$ cat config.mk
export PLATFORM = sky130hd
export DESIGN_NAME = i2c_scl_clkgen
export DESIGN_NICKNAME = d
export VERILOG_FILES = /design/src/rtl/i2c_scl_clkgen_pkg.sv /design/src/rtl/sclgen_sync.sv /design/src/rtl/sclgen_cfg.sv /design/src/rtl/sclgen_prescaler.sv /design/src/rtl/sclgen_phase_ctrl.sv /design/src/rtl/i2c_scl_clkgen.sv
export SDC_FILE = /design/constraint.sdc
export NUM_CORES = 1
export LEC_CHECK = 0
export BUFFER_PORTS_ARGS = -buffer_cell sky130_fd_sc_hd__buf_2
export CORE_MARGIN = 8
export CORE_UTILIZATION = 45
export CTS_CLUSTER_SIZE = 40
export DETAILED_ROUTE_END_ITERATION = 7
export GPL_ROUTABILITY_DRIVEN = 0
export PLACE_DENSITY = 0.65
export SLEW_MARGIN = 20
export SYNTH_ARGS = -nofsm -noshare
export SYNTH_HDL_FRONTEND = slang
export SYNTH_SLANG_ARGS = --single-unit
$ cat constraint.sdc
create_clock -name clk -period 5.09 [get_ports clk]
set_input_delay 1.2725 -clock clk [delete_from_list [all_inputs] [get_ports clk]]
set_output_delay 1.2725 -clock clk [all_outputs]
set_load 0.01 [all_outputs]
$ cat src/rtl/i2c_scl_clkgen_pkg.sv
package i2c_scl_clkgen_pkg;

  typedef enum logic [1:0] {
    SCL_IDLE = 2'd0,
    SCL_LOW  = 2'd1,
    SCL_HIGH = 2'd2
  } scl_phase_e;

  // Longest period in internal-clock cycles for a given step width.
  function automatic int unsigned sclgen_period_max(input int unsigned step_w,
                                                    input int unsigned base,
                                                    input int unsigned mul,
                                                    input int unsigned rnd);
    return base + mul * ((1 << step_w) - 1) + rnd;
  endfunction

endpackage

$ cat src/rtl/sclgen_sync.sv
module sclgen_sync #(
  parameter int unsigned STAGES = 2
) (
  input  logic clk,
  input  logic rst_n,
  input  logic d,
  output logic q
);
  logic [STAGES-1:0] sh_q;

  generate
    if (STAGES == 1) begin : g_one
      always_ff @(posedge clk or negedge rst_n) begin
        if (!rst_n) sh_q <= 1'b1;
        else        sh_q <= d;
      end
    end else begin : g_many
      always_ff @(posedge clk or negedge rst_n) begin
        if (!rst_n) sh_q <= '1;
        else        sh_q <= {sh_q[STAGES-2:0], d};
      end
    end
  endgenerate

  assign q = sh_q[STAGES-1];
endmodule

$ cat src/rtl/sclgen_cfg.sv
module sclgen_cfg #(
  parameter int unsigned PRE_W  = 2,
  parameter int unsigned STEP_W = 6,
  localparam int unsigned CFG_W = PRE_W + STEP_W
) (
  input  logic              clk,
  input  logic              rst_n,
  input  logic              we,
  input  logic [CFG_W-1:0]  wdata,
  input  logic              load,
  output logic [CFG_W-1:0]  shadow,
  output logic [STEP_W-1:0] step_new,
  output logic [PRE_W-1:0]  pre_act,
  output logic [STEP_W-1:0] step_act
);
  logic [CFG_W-1:0] shadow_q;
  logic [CFG_W-1:0] active_q;

  always_ff @(posedge clk or negedge rst_n) begin
    if (!rst_n)  shadow_q <= '0;
    else if (we) shadow_q <= wdata;
  end

  always_ff @(posedge clk or negedge rst_n) begin
    if (!rst_n)    active_q <= '0;
    else if (load) active_q <= shadow_q;
  end

  assign shadow   = shadow_q;
  assign step_new = shadow_q[CFG_W-1:PRE_W];
  assign pre_act  = active_q[PRE_W-1:0];
  assign step_act = active_q[CFG_W-1:PRE_W];

  p_write_lands_r2: assert property (@(posedge clk) disable iff (!rst_n)
    we |=> shadow_q == $past(wdata));
endmodule

$ cat src/rtl/sclgen_prescaler.sv
module sclgen_prescaler #(
  parameter int unsigned PRE_W = 2
) (
  input  logic             clk,
  input  logic             rst_n,
  input  logic             run,
  input  logic             hold,
  input  logic [PRE_W-1:0] div,
  output logic             tick
);
  logic [PRE_W-1:0] cnt_q;

  always_ff @(posedge clk or negedge rst_n) begin
    if (!rst_n)              cnt_q <= '0;
    else if (!run || hold)   cnt_q <= '0;
    else if (cnt_q == div)   cnt_q <= '0;
    else                     cnt_q <= cnt_q + 1'b1;
  end

  assign tick = run && !hold && (cnt_q == div);

  p_cnt_in_range_r3: assert property (@(posedge clk) disable iff (!rst_n)
    run |-> cnt_q <= div);
  p_tick_spacing_r3: assert property (@(posedge clk) disable iff (!rst_n)
    tick |=> (!tick || div == '0));
  p_no_tick_in_hold_r6: assert property (@(posedge clk) disable iff (!rst_n)
    hold |-> !tick);
endmodule

$ cat src/rtl/sclgen_phase_ctrl.sv
module sclgen_phase_ctrl
  import i2c_scl_clkgen_pkg::*;
#(
  parameter int unsigned STEP_W    = 6,
  parameter int unsigned BASE_CYC  = 20,
  parameter int unsigned STEP_CYC  = 8,
  parameter int unsigned ROUND_CYC = 3
) (
  input  logic              clk,
  input  logic              rst_n,
  input  logic              run,
  input  logic              ick_tick,
  input  logic              scl_high,
  input  logic [STEP_W-1:0] step_new,
  input  logic [STEP_W-1:0] step_act,
  output logic              load_cfg,
  output logic              hold,
  output logic              scl_drive_low,
  output logic              scl_fall,
  output logic              scl_rise,
  output logic              busy
);
  localparam int unsigned PER_MAX =
    sclgen_period_max(STEP_W, BASE_CYC, STEP_CYC, ROUND_CYC);
  localparam int unsigned CNT_W = $clog2(PER_MAX + 2);

  scl_phase_e       phase_q, phase_d;
  logic [CNT_W-1:0] cnt_q, cnt_d;
  logic             fall_q, fall_d, rise_q, rise_d;
  logic [CNT_W-1:0] per_new, per_act, low_rl, high_rl;
  logic             last_tick, start_period;

  // Period length in internal-clock cycles for the next and current setting.
  assign per_new = CNT_W'(BASE_CYC) + CNT_W'(STEP_CYC) * CNT_W'(step_new)
                 + CNT_W'(ROUND_CYC);
  assign per_act = CNT_W'(BASE_CYC) + CNT_W'(STEP_CYC) * CNT_W'(step_act)
                 + CNT_W'(ROUND_CYC);
  // Low takes the odd cycle; reload values count down to zero.
  assign low_rl  = ((per_new + 1'b1) >> 1) - 1'b1;
  assign high_rl = (per_act >> 1) - 1'b1;

  assign last_tick    = ick_tick && (cnt_q == '0);
  assign start_period = ((phase_q == SCL_IDLE) && run) ||
                        ((phase_q == SCL_HIGH) && last_tick && run);

  always_comb begin
    phase_d = phase_q;
    cnt_d   = cnt_q;
    fall_d  = 1'b0;
    rise_d  = 1'b0;
    unique case (phase_q)
      SCL_IDLE: begin
        if (run) begin
          phase_d = SCL_LOW;
          cnt_d   = low_rl;
          fall_d  = 1'b1;
        end
      end
      SCL_LOW: begin
        if (last_tick) begin
          phase_d = SCL_HIGH;
          cnt_d   = high_rl;
          rise_d  = 1'b1;
        end else if (ick_tick) begin
          cnt_d = cnt_q - 1'b1;
        end
      end
      SCL_HIGH: begin
        if (last_tick) begin
          if (run) begin
            phase_d = SCL_LOW;
            cnt_d   = low_rl;
            fall_d  = 1'b1;
          end else begin
            phase_d = SCL_IDLE;
            cnt_d   = '0;
          end
        end else if (ick_tick) begin
          cnt_d = cnt_q - 1'b1;
        end
      end
      default: begin
        phase_d = SCL_IDLE;
        cnt_d   = '0;
      end
    endcase
  end

  always_ff @(posedge clk or negedge rst_n) begin
    if (!rst_n) begin
      phase_q <= SCL_IDLE;
      cnt_q   <= '0;
      fall_q  <= 1'b0;
      rise_q  <= 1'b0;
    end else begin
      phase_q <= phase_d;
      cnt_q   <= cnt_d;
      fall_q  <= fall_d;
      rise_q  <= rise_d;
    end
  end

  assign load_cfg      = start_period;
  assign hold          = (phase_q == SCL_HIGH) && !scl_high;
  assign scl_drive_low = (phase_q == SCL_LOW);
  assign scl_fall      = fall_q;
  assign scl_rise      = rise_q;
  assign busy          = (phase_q != SCL_IDLE);

  p_fall_marks_low_r8: assert property (@(posedge clk) disable iff (!rst_n)
    $rose(scl_drive_low) |-> scl_fall);
  p_rise_marks_high_r8: assert property (@(posedge clk) disable iff (!rst_n)
    ($fell(scl_drive_low) && busy) |-> scl_rise);
  p_edges_exclusive_r8: assert property (@(posedge clk) disable iff (!rst_n)
    $onehot0({scl_fall, scl_rise}));
  p_hold_freezes_r6: assert property (@(posedge clk) disable iff (!rst_n)
    hold |=> ($stable(cnt_q) && phase_q == SCL_HIGH));
  p_idle_released_r9: assert property (@(posedge clk) disable iff (!rst_n)
    !busy |-> (!scl_drive_low && !scl_fall && !scl_rise));
endmodule

$ cat src/rtl/i2c_scl_clkgen.sv
module i2c_scl_clkgen #(
  parameter int unsigned PRE_W       = 2,
  parameter int unsigned STEP_W      = 6,
  parameter int unsigned BASE_CYC    = 20,
  parameter int unsigned STEP_CYC    = 8,
  parameter int unsigned ROUND_CYC   = 3,
  parameter int unsigned SYNC_STAGES = 2,
  localparam int unsigned CFG_W      = PRE_W + STEP_W
) (
  input  logic             clk,
  input  logic             rst_n,
  input  logic             run,
  input  logic             cfg_we,
  input  logic [CFG_W-1:0] cfg_wdata,
  input  logic             scl_in,
  output logic             scl_drive_low,
  output logic             scl_fall,
  output logic             scl_rise,
  output logic             ick_tick,
  output logic             busy,
  output logic [CFG_W-1:0] cfg_q
);
  logic              scl_high;
  logic              load_cfg;
  logic              hold;
  logic [STEP_W-1:0] step_new, step_act;
  logic [PRE_W-1:0]  pre_act;

  sclgen_sync #(.STAGES(SYNC_STAGES)) i_sync (
    .clk   (clk),
    .rst_n (rst_n),
    .d     (scl_in),
    .q     (scl_high)
  );

  sclgen_cfg #(.PRE_W(PRE_W), .STEP_W(STEP_W)) i_cfg (
    .clk      (clk),
    .rst_n    (rst_n),
    .we       (cfg_we),
    .wdata    (cfg_wdata),
    .load     (load_cfg),
    .shadow   (cfg_q),
    .step_new (step_new),
    .pre_act  (pre_act),
    .step_act (step_act)
  );

  sclgen_prescaler #(.PRE_W(PRE_W)) i_prescaler (
    .clk   (clk),
    .rst_n (rst_n),
    .run   (busy),
    .hold  (hold),
    .div   (pre_act),
    .tick  (ick_tick)
  );

  sclgen_phase_ctrl #(
    .STEP_W    (STEP_W),
    .BASE_CYC  (BASE_CYC),
    .STEP_CYC  (STEP_CYC),
    .ROUND_CYC (ROUND_CYC)
  ) i_ctrl (
    .clk           (clk),
    .rst_n         (rst_n),
    .run           (run),
    .ick_tick      (ick_tick),
    .scl_high      (scl_high),
    .step_new      (step_new),
    .step_act      (step_act),
    .load_cfg      (load_cfg),
    .hold          (hold),
    .scl_drive_low (scl_drive_low),
    .scl_fall      (scl_fall),
    .scl_rise      (scl_rise),
    .busy          (busy)
  );

  p_cfg_frozen_in_period_r7: assert property (@(posedge clk) disable iff (!rst_n)
    (busy && !scl_fall) |-> ($stable(pre_act) && $stable(step_act)));
endmodule

==> summary.txt, run 1 <==
Total GRT Usage: 14.5%
Int Pwr: 0.766 mW
Post-synth cell types: 57
Core area: 0.00472 mm2
Clock Path Buffers: 2
Postcts setup bufs: 0
GR Overflow Total: 0
Placed cells: 312
Final Worst Setup Slack: 1.66 ns
RSZ-0062 raised after global routing: no
Total Power: 1.22 mW
Post-synthesis register bit count: 34
Clock latency on the worst-skew pair: 0.29 ns
Port buffer count: 25
Diode count: 0
Fraction of layout cells with a size suffix above 1: 24.5%
CTS tree: yes
Max Cap Viol: 0
Asr flop ratio synth: 100%
Path type of the worst min-delay path: flop to flop
Mapped cell area: 0.00220 mm2
Synthesized area per cell: 9.38 um2
Slowest stage delay, CP: 0.72 ns
Maximum clock frequency: 291 MHz
# rows: 25
Sw frac: 37.0%
Most frequent cells in the layout: dfrtp_1 (32), buf_2 (25), nor2_1 (15)
Post-synth EDFFs: 0
Reg2reg end: i_cfg.active_q[0]
Number of gates resized after CTS: 0
Final net count: 269
CTS sink cnt: 34
Setup Viol. Count Final: 0
Die X: 86.0 um
Leakage power total: 1.05 nW
Drt drc: 0
Outcome: complete, no violations
Worst setup path endpoint: ick_tick
Vias in the first global route: 1,784
Setup TNS Final: 0 ns
First-pass GRT wire length: 8700 um
Gate Count Post-Synth: 235
Worst setup SP type: flop
Post-DR vias/cell: 5.78
Footprint of the multi-input gates: 0.00122 mm2
Sequential share of the synthesized area: 38.7%
Crit. End Element: output pin
Root buf cell: clkbuf_8
Yosys warning total: 0
Routed WL per cell: 16.1 um
Initial Util: 46.7%
Hpwl dp: 3670 um
Most common cell after layout, fill and taps aside: dfrtp_1
IO Count: 26
ANT nets after route: 0
Slew HR: 49.7%
Synth-to-layout area growth: 12.3%
Worst hold slack: 0.350 ns
Tmin final: 3.43 ns
FF-to-FF setup slack: 2.28 ns
Worst path cell trace: a21oi_1, or3_1, inv_1, buf_2
Final-report hold violation count: 0
Non-Filler Instances: 320
Critical Path RT: 3.82 ns
Max Slew Vio Count: 0
CP startpoint: i_ctrl.phase_q[1]
CTS buffer count: 5
# H-tree levels: 2
Worst path arrival time: 2.16 ns
Sequential Power Share: 37.0%
Die height: 86.0 um
CP Class: flop to output pin
Worst Path Max Fanout: 19
Register-to-Register Path Depth: 7
Die area: 0.00740 mm2
Fin Clk Skew: 0.00921 ns
Routed vias: 1,849
Largest net degree at the start of global routing: 35
Worst slew pin tran: 0.754 ns
Clock Power Share: 25.8%
WL final: 5140 um
Main flop type after synthesis: dfrtp_1
Fillers: 437
Logic pwr share: 37.2%
Period utilization: 67.5%
Critical R2R Launch: i_ctrl.phase_q[1]
CTS Hold Bufs: 0
PD cells: 492 mW/mm2
Place WS: 1.99 ns
Net Sw Power: 0.451 mW
Initial antenna violation count: 0
Seq. cell area: 853 um2
Syn nets: 252
Slowest stage cell, crit path: dfrtp_1
Drt pass-1 iters: 4
Peak VDD IR: 0.000264 V
DR iter-0 viols: 230
Clk pin slew, worst setup/hold paths: 0.08 ns
==> synthesized netlist by cell type (3+ instances only) <==
master	n	area (um2)
or3_1	3	18.8
clkbuf_1	10	37.5
nor3_1	8	40.0
mux2_2	14	158
o2111ai_1	3	26.3
a221oi_1	3	26.3
nand2_1	14	52.6
a211oi_1	3	22.5
xor2_1	6	52.6
o211ai_1	3	22.5
nand3_1	8	40.0
o21ai_0	14	70.1
ha_1	4	50.1
xnor2_1	9	78.8
o21a_1	3	22.5
o22ai_1	4	25.0
nor2_1	15	56.3
nand2b_1	3	18.8
inv_1	14	52.6
a21oi_1	12	60.1
dfrtp_1	32	801
==> final cells by class <==
| type | count | share of cell area [%] |
|---|---|---|
| Sequential cell | 34 | 34.5 |
| Clock inverter | 2 | 2.43 |
| Tap cell | 67 | 3.39 |
| Timing Repair Buffer | 25 | 5.05 |
| Clock buffer | 6 | 3.34 |
| Inverter | 14 | 2.12 |
| Multi-Input combinational cell | 172 | 49.2 |
==> worst min path at each step <==
stage / to / depth (start not counted) / slack [ns] / start
after CTS: i_sync.sh_q[1] / 0 / 0.35 / i_sync.sh_q[0]
after global placement: i_sync.sh_q[1] / 0 / 0.35 / i_sync.sh_q[0]
after floorplan: i_sync.sh_q[1] / 0 / 0.35 / i_sync.sh_q[0]
final: i_sync.sh_q[1] / 0 / 0.35 / i_sync.sh_q[0]
after global routing: i_sync.sh_q[1] / 0 / 0.36 / i_sync.sh_q[0]
after detailed placement: i_sync.sh_q[1] / 0 / 0.35 / i_sync.sh_q[0]
==> worst max-delay path: cells and delay by family (launching register included) <==
kind | cells | cell delay (ns)
AO/OA/AOI/OAI | 1 | 0.24
AND/OR/NAND/NOR | 1 | 0.55
buffers and inverters | 2 | 0.36
flip-flops | 1 | 0.72
==> flip-flops by register name, summed over array words and instances, names as in the netlist <==
register and cells:
i_cfg.active_q 8, i_ctrl.scl_rise 1, i_ctrl.cnt_q 10, i_sync.sh_q 2, i_ctrl.phase_q 2, i_cfg.shadow 8, i_prescaler.cnt_q 2, i_ctrl.scl_fall 1
==> through the flow <==
stage               instance area [um2]  utilization (%)
finish                             2480             52.4
global route                       2480             52.4
CTS                                2480             52.4
detailed placement                 2330             49.4
floorplan                          2200                -
global placement                   2330             49.4
==> routing by layer <==
layer,share of wire [%],global-route usage [%]
met1,47,19.3
met3,7.1,3.63
met2,44,22.0
met4,1.7,5.25
met5,0,0
==> power by group through the flow <==
| stage | clock network (mW) | logic (mW) | registers, mW |
|---|---|---|---|
| 2_1_floorplan | 0 | 0.375 | 0.424 |
| 3_3_place_gp | 0 | 0.448 | 0.454 |
| 3_5_place_dp | 0 | 0.450 | 0.456 |
| 4_1_cts | 0.321 | 0.453 | 0.450 |
| 5_1_grt | 0.333 | 0.503 | 0.464 |
| 6_report | 0.314 | 0.453 | 0.450 |
==> logic make-up (layout without fill, tap and decap cells) <==
kind of cell               Yosys count  count (layout)  synth area share (%)
xor gates and xnor gates            15              15                  5.96
buffers and inverters               29              47                  6.02
muxes                               16              16                  8.06
adders and majority gates            5               5                  2.78
AOI/OAI and AO/OA                   65              65                  20.7
and+or+nand+nor                     71              71                  17.8
DFF                                 34              34                  38.7
Note: power is estimated with default switching activity, not from simulation.
==> inputs of run 2 (changes only) <==
==> constraint.sdc (replaced) <==
create_clock -name clk -period 3.35 [get_ports clk]
set_input_delay 0.8375 -clock clk [delete_from_list [all_inputs] [get_ports clk]]
set_output_delay 0.8375 -clock clk [all_outputs]
set_load 0.01 [all_outputs]
==> run 2 against run 1 <==
Compared with the run above: count of clock-buffer cells in the layout stayed put; sequential power is 53% higher; clock skew is 0.0039 ns lower; critical endpoint unchanged; largest cell class unchanged; sequential cell count stayed put; via count is 0.70% higher; sequential share of layout area is 0.57 points higher; register-to-register slack worse by 1.6 ns; design area is 1.6% lower; routed wire length is 2.8% higher; power is 39% higher.
==> summary.txt, run 2 (same netlist as run 1, synthesis figures left out) <==
Final Worst Setup Slack: 0.438 ns
Fillers: 444
Cell area after layout: 0.00244 mm2
Largest reg by FF count: i_ctrl.cnt_q
Max Slew Vio Count: 0
Path type of the worst min-delay path: flop to flop
Met1 Usage GRT: 19.5%
Worst slew pin tran: 0.764 ns
Final net count: 270
PD cells: 697 mW/mm2
Fin Clk Skew: 0.00528 ns
Setup TNS Final: 0 ns
Placed instance area: 0.00234 mm2
Leakage power total: 1.03 nW
Most frequent cells in the layout: dfrtp_1 (32), buf_2 (25), nor2_1 (15)
Crit. End Element: output pin
RSZ-0062 raised after global routing: no
Outcome: complete, no violations
CP Class: flop to output pin
Initial Util: 46.7%
Critical Path RT: 2.51 ns
Root buf cell: clkbuf_8
Most common cell after layout, fill and taps aside: dfrtp_1
Worst path arrival time: 2.07 ns
First-pass GRT wire length: 8800 um
ANT nets after route: 0
Diode count: 0
Worst hold slack: 0.357 ns
Max reg flops: 10
Place WS: 0.782 ns
Drt drc: 0
Die area: 0.00740 mm2
Number of gates resized after CTS: 0
Hpwl dp: 3870 um
GR Overflow Total: 0
WL final: 5280 um
Vias in the first global route: 1,843
Clk pin slew, worst setup/hold paths: 0.07 ns
Initial antenna violation count: 0
CTS sink cnt: 34
Peak VDD IR: 0.000359 V
Period utilization: 86.9%
Port buffer count: 25
Worst Path Max Fanout: 18
Layout Utilization: 51.6%
Core area: 0.00472 mm2
Postcts setup bufs: 0
Final-report hold violation count: 0
Total GRT Usage: 15.0%
Maximum clock frequency: 343 MHz
Setup Viol. Count Final: 0
DR iter-0 viols: 159
# rows: 25
Die X: 86.0 um
Routed vias: 1,862
Met2 Use GR: 22.3%
Routed WL per cell: 16.4 um
IO Count: 26
CTS tree: yes
Clock latency on the worst-skew pair: 0.29 ns
CTS buffer count: 5
Post-DR vias/cell: 5.80
Fraction of layout cells with a size suffix above 1: 24.8%
Synth-to-layout area growth: 10.5%
Worst setup SP type: flop
Drt pass-1 iters: 4
Global routing usage on met3: 4.68%
Slew HR: 49.1%
Grt peak-use layer: met2
Die height: 86.0 um
Max Cap Viol: 0
# H-tree levels: 2
Clock Path Buffers: 2
Largest net degree at the start of global routing: 35
CTS Hold Bufs: 0
Tmin final: 2.91 ns
run 2: cell count changes in the layout (fill, tap and decap cells not counted), sizes merged:
cell,delta
bufinv,-2
buf,+1
clkinv,+1
clkinvlp,+1
run 2: critical path: stages (launching register included):
cell,delay (ns)
dfrtp_1,0.70
a21oi_1,0.18
or3_1,0.54
inv_1,0.20
buf_2,0.16
run 2: stage by stage:
stage,std cells,power [mW]
3_5_place_dp,313,1.38
4_1_cts,321,1.71
2_1_floorplan,235,1.21
5_1_grt,321,1.82
6_report,321,1.70
3_3_place_gp,313,1.37
run 2: layout make-up:
type                       count  area (um2)  area share [%]
clock buffer                   6        82.6            3.39
sequential                    34         853            35.0
multi-input combinational    172        1220            50.0
timing repair buffer          26         133            5.44
inverter                      14        52.6            2.16
clock inverter                 2        12.5           0.514
tap                           67        83.8            3.44
run 2: power by group:
| part | switching [mW] | total (mW) | leakage, nW | internal, mW |
|---|---|---|---|---|
| Sequential | 0.156 | 0.689 | 0.420 | 0.533 |
| Combinational | 0.376 | 0.691 | 0.568 | 0.314 |
| Clock | 0.153 | 0.318 | 0.0472 | 0.165 |
run 2: worst paths after layout:
kind | slack [ns] | end | startpoint | depth (start not counted)
min reg2reg | 0.36 | i_sync.sh_q[1] | i_sync.sh_q[0] | 0
min | 0.36 | i_sync.sh_q[1] | i_sync.sh_q[0] | 0
max reg2reg | 0.69 | i_cfg.active_q[0] | i_ctrl.phase_q[0] | 7
max | 0.44 | ick_tick | i_ctrl.phase_q[0] | 4
max in group asynchronous | 2.25 | i_cfg.shadow[0] | rst_n | 1
min in group asynchronous | 0.62 | i_ctrl.cnt_q[1] | rst_n | 1
run 2: routing by layer:
layer | share of wire [%] | up-vias
li1 | - | 892
met1 | 46 | 879
met2 | 45 | 83
met3 | 7.9 | 8
met4 | 1.4 | 0
met5 | 0 | -
==> inputs of run 3 (changes only) <==
--- a/config.mk
+++ b/config.mk
@@ -11,7 +11,6 @@
 export CTS_CLUSTER_SIZE = 40
 export DETAILED_ROUTE_END_ITERATION = 7
 export GPL_ROUTABILITY_DRIVEN = 0
-export PLACE_DENSITY = 0.65
 export SLEW_MARGIN = 20
 export SYNTH_ARGS = -nofsm -noshare
 export SYNTH_HDL_FRONTEND = slang
==> run 3 against run 2 <==
Compared with the run above: sequential share of layout area shrank 0.37 points; design area grew 1.1%; count of clock-buffer cells in the layout down 1; sequential power decreased by 2%; die area unchanged; via count down 3.0%; register-to-register slack improved by 0.10 ns; core utilization increased by 0.56 points; critical endpoint unchanged; sequential cell count stayed put; routed wire length up 1.5%; combinational power increased by 2%.
==> summary.txt, run 3 (same netlist as run 1, synthesis figures left out) <==
Net Sw Power: 0.704 mW
Outcome: complete, no violations
Core area: 0.00472 mm2
Logic pwr share: 39.9%
Worst slew pin tran: 0.768 ns
Fin Clk Skew: 0.00702 ns
GR Overflow Total: 0
# rows: 25
CTS Hold Bufs: 0
Int Pwr: 1.07 mW
FF-to-FF setup slack: 0.79 ns
Sw frac: 39.7%
Number of gates resized after CTS: 0
Max reg flops: 10
Total Power: 1.77 mW
Diode count: 0
Clock Path Buffers: 2
Synth-to-layout area growth: 11.7%
Vias in the first global route: 1,833
Crit. End Element: output pin
CTS tree: yes
Most common cell after layout, fill and taps aside: dfrtp_1
Clk pin slew, worst setup/hold paths: 0.08 ns
Final net count: 271
PD cells: 720 mW/mm2
Routed WL per cell: 16.6 um
Max Slew Vio Count: 0
Critical R2R Launch: i_ctrl.cnt_q[0]
Routed vias: 1,806
Worst setup SP type: flop
Most frequent cells in the layout: dfrtp_1 (32), buf_2 (25), nor2_1 (15)
Worst path arrival time: 1.85 ns
Die height: 86.0 um
Clock latency on the worst-skew pair: 0.29 ns
DR iter-0 viols: 140
Initial antenna violation count: 0
Sequential Power Share: 38.0%
Post-DR vias/cell: 5.61
Die X: 86.0 um
Maximum clock frequency: 372 MHz
CTS sink cnt: 34
WL final: 5360 um
Setup TNS Final: 0 ns
Initial Util: 46.7%
Max Cap Viol: 0
Setup Viol. Count Final: 0
ANT nets after route: 0
Largest reg by FF count: i_ctrl.cnt_q
# H-tree levels: 2
Port buffer count: 25
Largest net degree at the start of global routing: 35
First-pass GRT wire length: 9050 um
CP Class: flop to output pin
IO Count: 26
Peak VDD IR: 0.000345 V
Drt drc: 0
Period utilization: 80.3%
Tmin final: 2.69 ns
Total GRT Usage: 15.5%
Fraction of layout cells with a size suffix above 1: 25.1%
Critical Path RT: 2.51 ns
Path type of the worst min-delay path: flop to flop
Root buf cell: clkbuf_8
Clock Power Share: 22.1%
Postcts setup bufs: 0
Hold Path Origin: i_sync.sh_q[0]
Slew HR: 48.8%
Die area: 0.00740 mm2
Worst Path Max Fanout: 10
CP startpoint: i_sync.sh_q[1]
CTS buffer count: 5
Drt pass-1 iters: 5
RSZ-0062 raised after global routing: no
Final-report hold violation count: 0
Leakage power total: 1.04 nW
Hpwl dp: 3950 um
run 3: final cells by class:
class                           count  area (um2)
Clock buffer                        5        68.8
Clock inverter                      3        45.0
Fill cell                         449        2260
Inverter                           14        52.6
Multi-Input combinational cell    172        1220
Sequential cell                    34         853
Tap cell                           67        83.8
Timing Repair Buffer               27         140
run 3: metal layers:
layer | vias up | share of wire (%) | track usage [%]
met5 | - | 0 | 0
li1 | 902 | - | -
met1 | 856 | 47 | 19.8
met3 | 8 | 4.7 | 4.01
met4 | 0 | 1.7 | 5.73
met2 | 40 | 47 | 24.4
run 3: path summary, 6_finish.rpt:
check | end | cells after the start
setup / recovery | ick_tick | 4
hold / removal | i_sync.sh_q[1] | 0
setup reg to reg | i_cfg.active_q[0] | 9
hold reg to reg | i_sync.sh_q[1] | 0
max in group asynchronous | i_ctrl.cnt_q[5] | 1
min in group asynchronous | i_cfg.shadow[1] | 1
run 3: worst max-delay path, cell delays in order, from the launching register on:
cell and delay [ns]:
dfstp_2 0.54, a21oi_1 0.11, or3_1 0.52, inv_1 0.21
buf_2 0.16
run 3: power by group through the flow:
stage	Clock (mW)	Sequential, mW	Combinational (mW)
floorplan	0	0.643	0.570
global placement	0	0.679	0.697
detailed placement	0	0.680	0.704
CTS	0.402	0.671	0.710
global route	0.419	0.696	0.792
finish	0.393	0.674	0.707
run 3: metrics by stage:
step	setup WS, ns	area (um2)	hold WS [ns]	instances	util, %
3_5_place_dp	0.808	2350	0.353	314	49.7
6_report	0.660	2460	0.354	322	52.1
2_1_floorplan	1.14	2200	0.345	235	-
4_1_cts	0.666	2460	0.358	322	52.1
3_3_place_gp	0.738	2350	0.346	314	49.7
5_1_grt	0.565	2460	0.358	322	52.1
